### src/rtl/opp_pkg.sv
package opp_pkg;

    localparam int WORD_W       = 32;
    localparam int FSTEP_W      = 20;
    localparam int MV_W         = 12;
    localparam int KHZ_W        = 25;
    localparam int UV_W         = 22;
    localparam int KHZ_PER_STEP = 20;
    localparam int UV_PER_MV    = 1000;

    // voltage sits above frequency; field positions are fixed by the word format
    typedef struct packed {
        logic [MV_W-1:0]    mv;
        logic [FSTEP_W-1:0] steps;
    } opp_word_t;

    typedef enum logic {
        MODE_ROUND = 1'b0,
        MODE_EXACT = 1'b1
    } opp_mode_e;

    typedef enum logic {
        SEQ_IDLE = 1'b0,
        SEQ_SCAN = 1'b1
    } seq_state_e;

    typedef struct packed {
        logic [KHZ_W-1:0] khz;
        logic [UV_W-1:0]  uv;
    } opp_point_t;

    function automatic opp_point_t decode_word(input opp_word_t w);
        opp_point_t p;
        p.khz = KHZ_W'(w.steps) * KHZ_W'(KHZ_PER_STEP);
        p.uv  = UV_W'(w.mv) * UV_W'(UV_PER_MV);
        return p;
    endfunction

endpackage

### src/rtl/opp_table.sv
module opp_table
    import opp_pkg::*;
#(
    parameter int CLUSTERS = 2,
    parameter int ENTRIES  = 8,
    parameter int CL_W     = 1,
    parameter int IDX_W    = 3,
    parameter int CNT_W    = 4
) (
    input  logic             clk,
    input  logic             rst,
    input  logic             wr_en,
    input  logic [CL_W-1:0]  wr_cl,
    input  logic             wr_restart,
    input  logic             wr_ok,
    input  opp_word_t        wr_word,
    input  logic [CL_W-1:0]  rd_cl,
    input  logic [IDX_W-1:0] rd_idx,
    output opp_word_t        rd_word,
    input  logic [CL_W-1:0]  cnt_cl,
    output logic [CNT_W-1:0] cnt_out,
    input  logic [CL_W-1:0]  pk_cl,
    input  logic [IDX_W-1:0] pk_idx,
    output logic             pk_hit,
    output opp_word_t        pk_word
);

    opp_word_t        mem  [CLUSTERS][ENTRIES];
    logic [CNT_W-1:0] cnt  [CLUSTERS];
    logic             halt [CLUSTERS];

    for (genvar c = 0; c < CLUSTERS; c++) begin : g_cl
        logic             sel;
        logic [CNT_W-1:0] base_cnt;
        logic             base_halt;
        logic             append;

        always_comb begin
            sel       = wr_en && (int'(wr_cl) == c);
            base_cnt  = wr_restart ? '0 : cnt[c];
            base_halt = wr_restart ? 1'b0 : halt[c];
            append    = sel && wr_ok && !base_halt && (base_cnt < CNT_W'(ENTRIES));
        end

        always_ff @(posedge clk) begin
            if (rst) begin
                cnt[c]  <= '0;
                halt[c] <= 1'b0;
                for (int e = 0; e < ENTRIES; e++) begin
                    mem[c][e] <= '0;
                end
            end else if (sel) begin
                cnt[c]  <= append ? base_cnt + 1'b1 : base_cnt;
                halt[c] <= base_halt || !wr_ok;
                for (int e = 0; e < ENTRIES; e++) begin
                    if (append && base_cnt == CNT_W'(e)) begin
                        mem[c][e] <= wr_word;
                    end
                end
            end
        end


        cnt_bound_chk: assert property (@(posedge clk) disable iff (rst)
            cnt[c] <= CNT_W'(ENTRIES));


        halt_freeze_chk: assert property (@(posedge clk) disable iff (rst)
            (halt[c] && !(sel && wr_restart)) |=> $stable(cnt[c]));
    end

    always_comb begin
        rd_word = '0;
        if (int'(rd_cl) < CLUSTERS && int'(rd_idx) < ENTRIES) begin
            rd_word = mem[rd_cl][rd_idx];
        end
    end

    always_comb begin
        cnt_out = '0;
        if (int'(cnt_cl) < CLUSTERS) begin
            cnt_out = cnt[cnt_cl];
        end
    end

    always_comb begin
        pk_hit  = 1'b0;
        pk_word = '0;
        if (int'(pk_cl) < CLUSTERS && int'(pk_idx) < ENTRIES) begin
            pk_hit = CNT_W'(pk_idx) < cnt[pk_cl];
            if (pk_hit) begin
                pk_word = mem[pk_cl][pk_idx];
            end
        end
    end

endmodule

### src/rtl/opp_scan.sv
module opp_scan
    import opp_pkg::*;
#(
    parameter int ENTRIES = 8,
    parameter int CL_W    = 1,
    parameter int IDX_W   = 3,
    parameter int CNT_W   = 4
) (
    input  logic             clk,
    input  logic             rst,
    input  logic             start,
    input  logic [CL_W-1:0]  start_cl,
    input  opp_mode_e        start_mode,
    input  logic [KHZ_W-1:0] start_khz,
    input  logic [CNT_W-1:0] start_cnt,
    output logic             busy,
    output logic [CL_W-1:0]  rd_cl,
    output logic [IDX_W-1:0] rd_idx,
    input  opp_word_t        rd_word,
    output logic             done,
    output logic             err,
    output logic [IDX_W-1:0] res_idx,
    output opp_point_t       res_pt
);

    typedef struct packed {
        logic             hit;
        logic [IDX_W-1:0] idx;
        opp_point_t       pt;
    } cand_t;

    seq_state_e       st;
    logic [IDX_W-1:0] idx;
    logic [CL_W-1:0]  cl_q;
    opp_mode_e        mode_q;
    logic [KHZ_W-1:0] tgt_q;
    logic [CNT_W-1:0] n_q;
    logic [CNT_W-1:0] scan_len;

    cand_t      up_q, dn_q, mt_q;
    cand_t      up_n, dn_n, mt_n, fin;
    opp_point_t cur;
    logic       last;

    always_comb begin
        cur  = decode_word(rd_word);
        up_n = up_q;
        dn_n = dn_q;
        mt_n = mt_q;
        if (cur.khz >= tgt_q && (!up_q.hit || cur.khz < up_q.pt.khz)) begin
            up_n = '{hit: 1'b1, idx: idx, pt: cur};
        end
        if (cur.khz < tgt_q && (!dn_q.hit || cur.khz > dn_q.pt.khz)) begin
            dn_n = '{hit: 1'b1, idx: idx, pt: cur};
        end
        if (cur.khz == tgt_q && !mt_q.hit) begin
            mt_n = '{hit: 1'b1, idx: idx, pt: cur};
        end
        last = (n_q == '0) || (CNT_W'(idx) == n_q - 1'b1);
        if (n_q == '0) begin
            fin = '0;
        end else if (mode_q == MODE_EXACT) begin
            fin = mt_n;
        end else begin
            fin = up_n.hit ? up_n : dn_n;
        end
    end

    always_ff @(posedge clk) begin
        if (rst) begin
            st      <= SEQ_IDLE;
            idx     <= '0;
            cl_q    <= '0;
            mode_q  <= MODE_ROUND;
            tgt_q   <= '0;
            n_q     <= '0;
            up_q    <= '0;
            dn_q    <= '0;
            mt_q    <= '0;
            done    <= 1'b0;
            err     <= 1'b0;
            res_idx <= '0;
            res_pt  <= '0;
        end else begin
            done <= 1'b0;
            case (st)
                SEQ_IDLE: begin
                    if (start) begin
                        st     <= SEQ_SCAN;
                        idx    <= '0;
                        cl_q   <= start_cl;
                        mode_q <= start_mode;
                        tgt_q  <= start_khz;
                        n_q    <= start_cnt;
                        up_q   <= '0;
                        dn_q   <= '0;
                        mt_q   <= '0;
                    end
                end
                default: begin
                    up_q <= up_n;
                    dn_q <= dn_n;
                    mt_q <= mt_n;
                    idx  <= idx + 1'b1;
                    if (last) begin
                        st      <= SEQ_IDLE;
                        done    <= 1'b1;
                        err     <= !fin.hit;
                        res_idx <= fin.hit ? fin.idx : '0;
                        res_pt  <= fin.hit ? fin.pt : '0;
                    end
                end
            endcase
        end
    end

    always_ff @(posedge clk) begin
        if (rst || st == SEQ_IDLE) begin
            scan_len <= '0;
        end else begin
            scan_len <= scan_len + 1'b1;
        end
    end

    assign busy   = (st == SEQ_SCAN);
    assign rd_cl  = cl_q;
    assign rd_idx = idx;


    done_pulse_chk: assert property (@(posedge clk) disable iff (rst)
        done |=> !done);


    scan_len_chk: assert property (@(posedge clk) disable iff (rst)
        (st == SEQ_SCAN) |-> (scan_len < CNT_W'(ENTRIES)));


    exact_hit_chk: assert property (@(posedge clk) disable iff (rst)
        (done && !err && mode_q == MODE_EXACT) |-> (res_pt.khz == tgt_q));


    round_up_chk: assert property (@(posedge clk) disable iff (rst)
        (done && !err && mode_q == MODE_ROUND && up_q.hit) |-> (res_pt.khz >= tgt_q));


    err_zero_chk: assert property (@(posedge clk) disable iff (rst)
        (done && err) |-> (res_pt == '0 && res_idx == '0));

endmodule

### src/rtl/opp_round_engine.sv
module opp_round_engine
    import opp_pkg::*;
#(
    parameter int CLUSTERS = 2,
    parameter int ENTRIES  = 8,
    localparam int CL_W  = (CLUSTERS > 1) ? $clog2(CLUSTERS) : 1,
    localparam int IDX_W = (ENTRIES > 1) ? $clog2(ENTRIES) : 1,
    localparam int CNT_W = $clog2(ENTRIES + 1)
) (
    input  logic              clk,
    input  logic              rst,
    input  logic              ld_valid,
    output logic              ld_ready,
    input  logic [CL_W-1:0]   ld_cluster,
    input  logic              ld_restart,
    input  logic              ld_ok,
    input  logic [WORD_W-1:0] ld_word,
    input  logic              req_valid,
    output logic              req_ready,
    input  logic [CL_W-1:0]   req_cluster,
    input  logic              req_exact,
    input  logic [KHZ_W-1:0]  req_khz,
    output logic              rsp_done,
    output logic              rsp_error,
    output logic [IDX_W-1:0]  rsp_index,
    output logic [KHZ_W-1:0]  rsp_khz,
    output logic [UV_W-1:0]   rsp_uv,
    input  logic [CL_W-1:0]   peek_cluster,
    input  logic [IDX_W-1:0]  peek_index,
    output logic              peek_valid,
    output logic [KHZ_W-1:0]  peek_khz,
    output logic [UV_W-1:0]   peek_uv
);

    logic             busy;
    logic             start;
    logic             wr_en;
    logic [CL_W-1:0]  scan_cl;
    logic [IDX_W-1:0] scan_idx;
    opp_word_t        scan_word;
    logic [CNT_W-1:0] sel_cnt;
    opp_word_t        pk_word;
    opp_point_t       pk_pt;
    opp_point_t       res_pt;

    assign req_ready = !busy;
    assign ld_ready  = !busy && !req_valid;
    assign start     = req_valid && req_ready;
    assign wr_en     = ld_valid && ld_ready;

    opp_table #(
        .CLUSTERS (CLUSTERS),
        .ENTRIES  (ENTRIES),
        .CL_W     (CL_W),
        .IDX_W    (IDX_W),
        .CNT_W    (CNT_W)
    ) u_table (
        .clk        (clk),
        .rst        (rst),
        .wr_en      (wr_en),
        .wr_cl      (ld_cluster),
        .wr_restart (ld_restart),
        .wr_ok      (ld_ok),
        .wr_word    (opp_word_t'(ld_word)),
        .rd_cl      (scan_cl),
        .rd_idx     (scan_idx),
        .rd_word    (scan_word),
        .cnt_cl     (req_cluster),
        .cnt_out    (sel_cnt),
        .pk_cl      (peek_cluster),
        .pk_idx     (peek_index),
        .pk_hit     (peek_valid),
        .pk_word    (pk_word)
    );

    opp_scan #(
        .ENTRIES (ENTRIES),
        .CL_W    (CL_W),
        .IDX_W   (IDX_W),
        .CNT_W   (CNT_W)
    ) u_scan (
        .clk        (clk),
        .rst        (rst),
        .start      (start),
        .start_cl   (req_cluster),
        .start_mode (opp_mode_e'(req_exact)),
        .start_khz  (req_khz),
        .start_cnt  (sel_cnt),
        .busy       (busy),
        .rd_cl      (scan_cl),
        .rd_idx     (scan_idx),
        .rd_word    (scan_word),
        .done       (rsp_done),
        .err        (rsp_error),
        .res_idx    (rsp_index),
        .res_pt     (res_pt)
    );

    assign pk_pt    = decode_word(pk_word);
    assign peek_khz = pk_pt.khz;
    assign peek_uv  = pk_pt.uv;
    assign rsp_khz  = res_pt.khz;
    assign rsp_uv   = res_pt.uv;


    ready_drop_chk: assert property (@(posedge clk) disable iff (rst)
        (req_valid && req_ready) |=> !req_ready);


    ld_block_chk: assert property (@(posedge clk) disable iff (rst)
        rsp_done |-> $past(!ld_ready));

endmodule

### config.mk
export PLATFORM = sky130hd
export DESIGN_NAME = opp_round_engine
export DESIGN_NICKNAME = d
export VERILOG_FILES = /design/src/rtl/opp_pkg.sv /design/src/rtl/opp_table.sv /design/src/rtl/opp_scan.sv /design/src/rtl/opp_round_engine.sv
export SDC_FILE = /design/constraint.sdc
export NUM_CORES = 2
export LEC_CHECK = 0
export BUFFER_PORTS_ARGS = -buffer_cell sky130_fd_sc_hd__buf_4
export CAP_MARGIN = 20
export CORE_MARGIN = 2
export CORE_UTILIZATION = 53
export DETAILED_ROUTE_END_ITERATION = 8
export HOLD_SLACK_MARGIN = 0.05
export PLACE_DENSITY = 0.7
export SYNTH_ARGS = -nofsm -noshare
export SYNTH_HDL_FRONTEND = slang
export SYNTH_HIERARCHICAL = 1
export SYNTH_SLANG_ARGS = --single-unit
### constraint.sdc
create_clock -name clk -period 11.18 [get_ports clk]
set_clock_uncertainty 0.2 [all_clocks]
set_input_delay 2.236 -clock clk [delete_from_list [all_inputs] [get_ports clk]]
set_output_delay 2.236 -clock clk [all_outputs]
set_load 0.01 [all_outputs]
# Yosys cells after proc, flatten, opt, wreduce, memory -nomap -nowiden
# Memory sizes are Yosys's and may differ from the RTL's. A register that Yosys moved wholly into a read port is not among the register bits.
# Index checks and enable logic that the tools add are counted.
# totals
register_bits	236
mem_count	3
word_cells	258
mem_bits_rw	522
# classes
magnitude_cmp	9
n_addsub	4
n_reduce_logical	51
bitwise	24
n_eq_ne	16
n_mul	4
n_mux	125
# memory_table
memory	words	word_bits	read_ports	rd_clocked_by_memory_dff	wr	line	rtl
u_table.mem	2	256	2	1	2	opp_table.sv:28	opp_word_t mem [CLUSTERS][ENTRIES];
u_table.cnt	2	4	4	1	2	opp_table.sv:29	logic [CNT_W-1:0] cnt [CLUSTERS];
u_table.halt	2	1	2	0	2	opp_table.sv:30	logic halt [CLUSTERS];
# ops
operator	count
$mux W32	21
$mux W51	10
$bmux W32 S3	2
$mux W1	82
$lt A25 B25 Y1	2
$mux W47	1
$mul A20 B3 Y23 const B	2
$mul A12 B7 Y19 const B	2
$eq A4 B3 Y1 const B	8
$logic_and A1 B1 Y1	30
$eq A25 B25 Y1	1
$ge A25 B25 Y1	1
$gt A25 B25 Y1	1
$mux W4	6
$or A1 B1 Y1	20
$eq A4 B2 Y1 const B	4
$logic_not A4 Y1	3
$logic_not A1 Y1	9
$mux W3	3
$add A4 B1 Y4 const B	2
$eq A4 B1 Y1 const B	2
$ge A4 B4 Y1 const B	2
$lt A4 B4 Y1 const B	2
$not A3 Y4	2
other kinds (9)	15

# Longest topological paths before layout
# depth
word_depth	13
depth_mapped	29
depth_no_buf	24

# Cells and area by module
# The synthesis kept the hierarchy.
# modules_own_cells
module	cells_per_inst	seq_area_each_um2	area_each_um2	n_inst
opp_table	1743	15675.0	28349.7	1
opp_scan	1858	4804.6	14720.4	1
opp_round_engine	351	0.0	3181.8	1

# Worst setup path before layout
# Ideal clock, no wire load.
# synth_path
kind	in2out
from	input port peek_cluster
to	output port peek_uv[21]
slack_ns	1.008
n_path_buf	4
cell_stages	24
arrival_time_ns	7.736
cell_sequence	buf_2 buf_4 buf_4 mux2i_1 ha_1 o21ai_0 a21oi_1 buf_2 a211oi_1 inv_1 fa_1 fa_1 inv_1 fa_1 inv_1 fa_1 inv_1 ha_1 a21oi_1 o21ai_0 a21oi_1 a21bo_2 a221oi_2 xnor2_1
# synth_lines
element	line	rtl
start, declared	opp_round_engine.sv:28	input logic [CL_W-1:0] peek_cluster,
end, declared	opp_round_engine.sv:32	output logic [UV_W-1:0] peek_uv

==> metrics.txt <==
routed via count=33399; dpl hpwl=87400 um; outcome=completed; vias per inst=6.36; sequential-to-total area share from yosys stat=44.3%; asr flop ratio synth=0%; CP Class=input port to primary output; placed insts=approximately 5000; Synth Cell Area=46300 um^2; Syn Area/Cell=around 12 um^2; largest net degree at the start of global routing=97; Iteration-0 DRC Markers=3473; Worst-path clk slew=0.06 ns; Max-slew headroom=20.7%; core area=86600 um^2; Worst EP arrival=~8.1 ns; clk_lat worst skew=between 0.6 and 0.7 ns; Final Cycle Share=94.3%; grt ovf=0; CTS Root Cell=clkbuf_16; hold_buf cts=0; final hold viol count=0; DRC viols=0; dpl ws=0.659 ns; synthesized instance count=3952; startpoint class of the critical path=input port; fin crit period=approximately 11 ns; Layout Cell Area excl Fill=a little over 50000 um^2; CP max FO=28; Fill cells=about 7000; setup violators final=0; Min-Delay Path Class=flip-flop to flip-flop; fraction of layout cells with a size suffix above 1=17.9%; H-tree depth=3; clk buf depth=3; total power per unit cell area=197 nW/um^2; commonest non-fill, non-tap cell in the layout=edfxtp_1; starting density of the core=53.4%; commonest non-fill, non-tap cells in the layout=edfxtp_1 (522), and2_1 (515), nand2_1 (341); maxcap violations=0; drt first pass iters=6; synth unique cells=slightly below 90; Post-CTS Repair Setup Buffers=0; die width=299 um; Die Area=89600 um^2; final non-filler cell total=around 5200; Ports=172; global-route wire length before repair=around 210000 um; r2r startpoint=u_scan/rd_cl; DRT Wirelength=137000 um; initial antenna violation count=7; CTS resizes=0; Peak VDD IR=approximately 220 uV; top cells by area, synth=edfxtp_1 (34%), mux4_2 (12%), dfxtp_1 (10%); post-placement cell area=between 40000 and 50000 um^2; RePlAce Congestion=0.895; Peak Freq=94.9 MHz; Layout area overhead=11.1%; min setup slack post-route=0.640 ns; CP required=8.74 ns; Die Y=around 300 um; Yosys reg bits=roughly 760; final net count=between 4000 and 5000; Yosys top cell area share=33.9%; yosys warns=6; CTS tree=done; leak pwr=19.5 nW; RSZ-0062 raised after global routing=no; via count of the first global-routing pass=32811; worst-margin pin slew=1.19 ns; Most used DFF post-synth=edfxtp_1; CTS sink cnt=762; Avg WL per Cell=26.1 um; FP Rows=between 100 and 150; Final TNS setup=0 ns; hold path start=u_scan/tgt_q[2]; IO buf count=roughly 170; largest area contributor in the netlist=edfxtp_1; Post-DRT Antenna Nets=0; final slew viol count=0; Post-synth EDFFs=roughly 520; cts bufs inserted=83; Tot GR Track Use=30.5%; crit end category=primary output; critical path startpoint=peek_cluster
==> power by group <==
group | switching (W) | internal [W]
Clock | 0.00117 | 0.00152
Combinational | 0.00247 | 0.00170
Sequential | 0.000109 | 0.00315
Total | 0.00374 | 0.00638
==> area by class of cell <==
class / count / area (um^2) / share of cell area [%]
Tap cell: 1155 / 1450 / 2.81
Multi-Input combinational cell: 2687 / 23800 / 46.3
Inverter: 209 / 785 / 1.53
Clock buffer: 114 / 2330 / 4.54
Clock inverter: 37 / 328 / 0.638
Antenna cell: 5 / 12.5 / 0.0244
Timing Repair Buffer: 280 / 2180 / 4.25
Sequential cell: 762 / 20500 / 39.9
==> critical path, cell delays in order <==
cell and delay [ns]:
clkbuf_8 0.20, buf_4 0.50, mux4_2 0.33, nor2b_1 0.14, a211oi_1 0.06, a211oi_1 0.58
inv_1 0.26, fa_1 0.62, fa_1 0.45, fa_1 0.49, fa_1 0.51, inv_1 0.04
ha_1 0.36, a21o_1 0.24, a21o_1 0.21, a21oi_2 0.15, o22ai_1 0.12, o41ai_2 0.26
xnor2_1 0.17, buf_4 0.15
==> metrics by stage <==
stage	utilization, %	hold WS [ns]	total power (W)
CTS	59.2	0.255	0.0101
global placement	56.1	0.245	0.00737
global route	59.3	0.273	0.0107
detailed placement	56.1	0.247	0.00744
floorplan	-	0.231	0.00618
finish	59.3	0.253	0.0101
==> Yosys cell counts (all sizes together), types with 7 or more instances <==
master,instances
a31oi,34
o22ai,22
mux2i,43
o21ai,85
inv,207
nor2b,53
o31ai,13
xor2,25
fa,78
nand4,14
a21boi,7
edfxtp,522
nand2b,15
mux4,288
a21o,23
nor4,7
a211oi,69
and2,515
nor3,24
o211ai,13
xnor2,44
o21a,14
a221o,22
clkbuf,214
a22o,8
nand2,343
a31o,7
nor2,110
a21oi,277
buf,84
a221oi,12
and3,30
dfxtp,240
nand3,151
ha,235
a22oi,11
o21bai,10
==> routing by layer <==
metal  up-vias  track usage, %  share of wire (%)
li1      14671               -                  -
met2      1785            50.8                 48
met3       356            5.74                9.9
met4         6            11.6                3.9
met1     16581            39.8                 38
met5         -               0              0.026
==> registers in the layout, indices dropped and copies added (netlist names), 2 cells and up <==
signal / cells
u_scan/res_pt: 47
u_table/halt: 2
u_scan/rd_idx: 3
u_table/cnt: 8
u_scan/up_q: 51
u_scan/mt_q: 51
u_scan/tgt_q: 25
u_scan/n_q: 4
u_scan/dn_q: 51
u_scan/res_idx: 3
u_table/mem: 512
==> worst paths after layout <==
check	endpoint	slack [ns]	depth (start not counted)
min	u_scan/tgt_q[2]	0.25	2
max reg2reg	u_scan/res_pt[5]	1.99	24
max	peek_uv[18]	0.64	20
min reg2reg	u_scan/tgt_q[2]	0.25	2
==> kinds of logic after synthesis <==
| logic type | after synthesis | synth area share [%] |
|---|---|---|
| other cells | 1 | 0.00811 |
| fa+ha+maj | 313 | 9.73 |
| buf+inv | 507 | 5.02 |
| simple gates | 1284 | 14.7 |
| mux | 335 | 15.4 |
| xor+xnor | 69 | 1.31 |
| flops | 762 | 44.3 |
| compound gates | 681 | 9.57 |
Note: power is estimated with default switching activity, not from simulation.
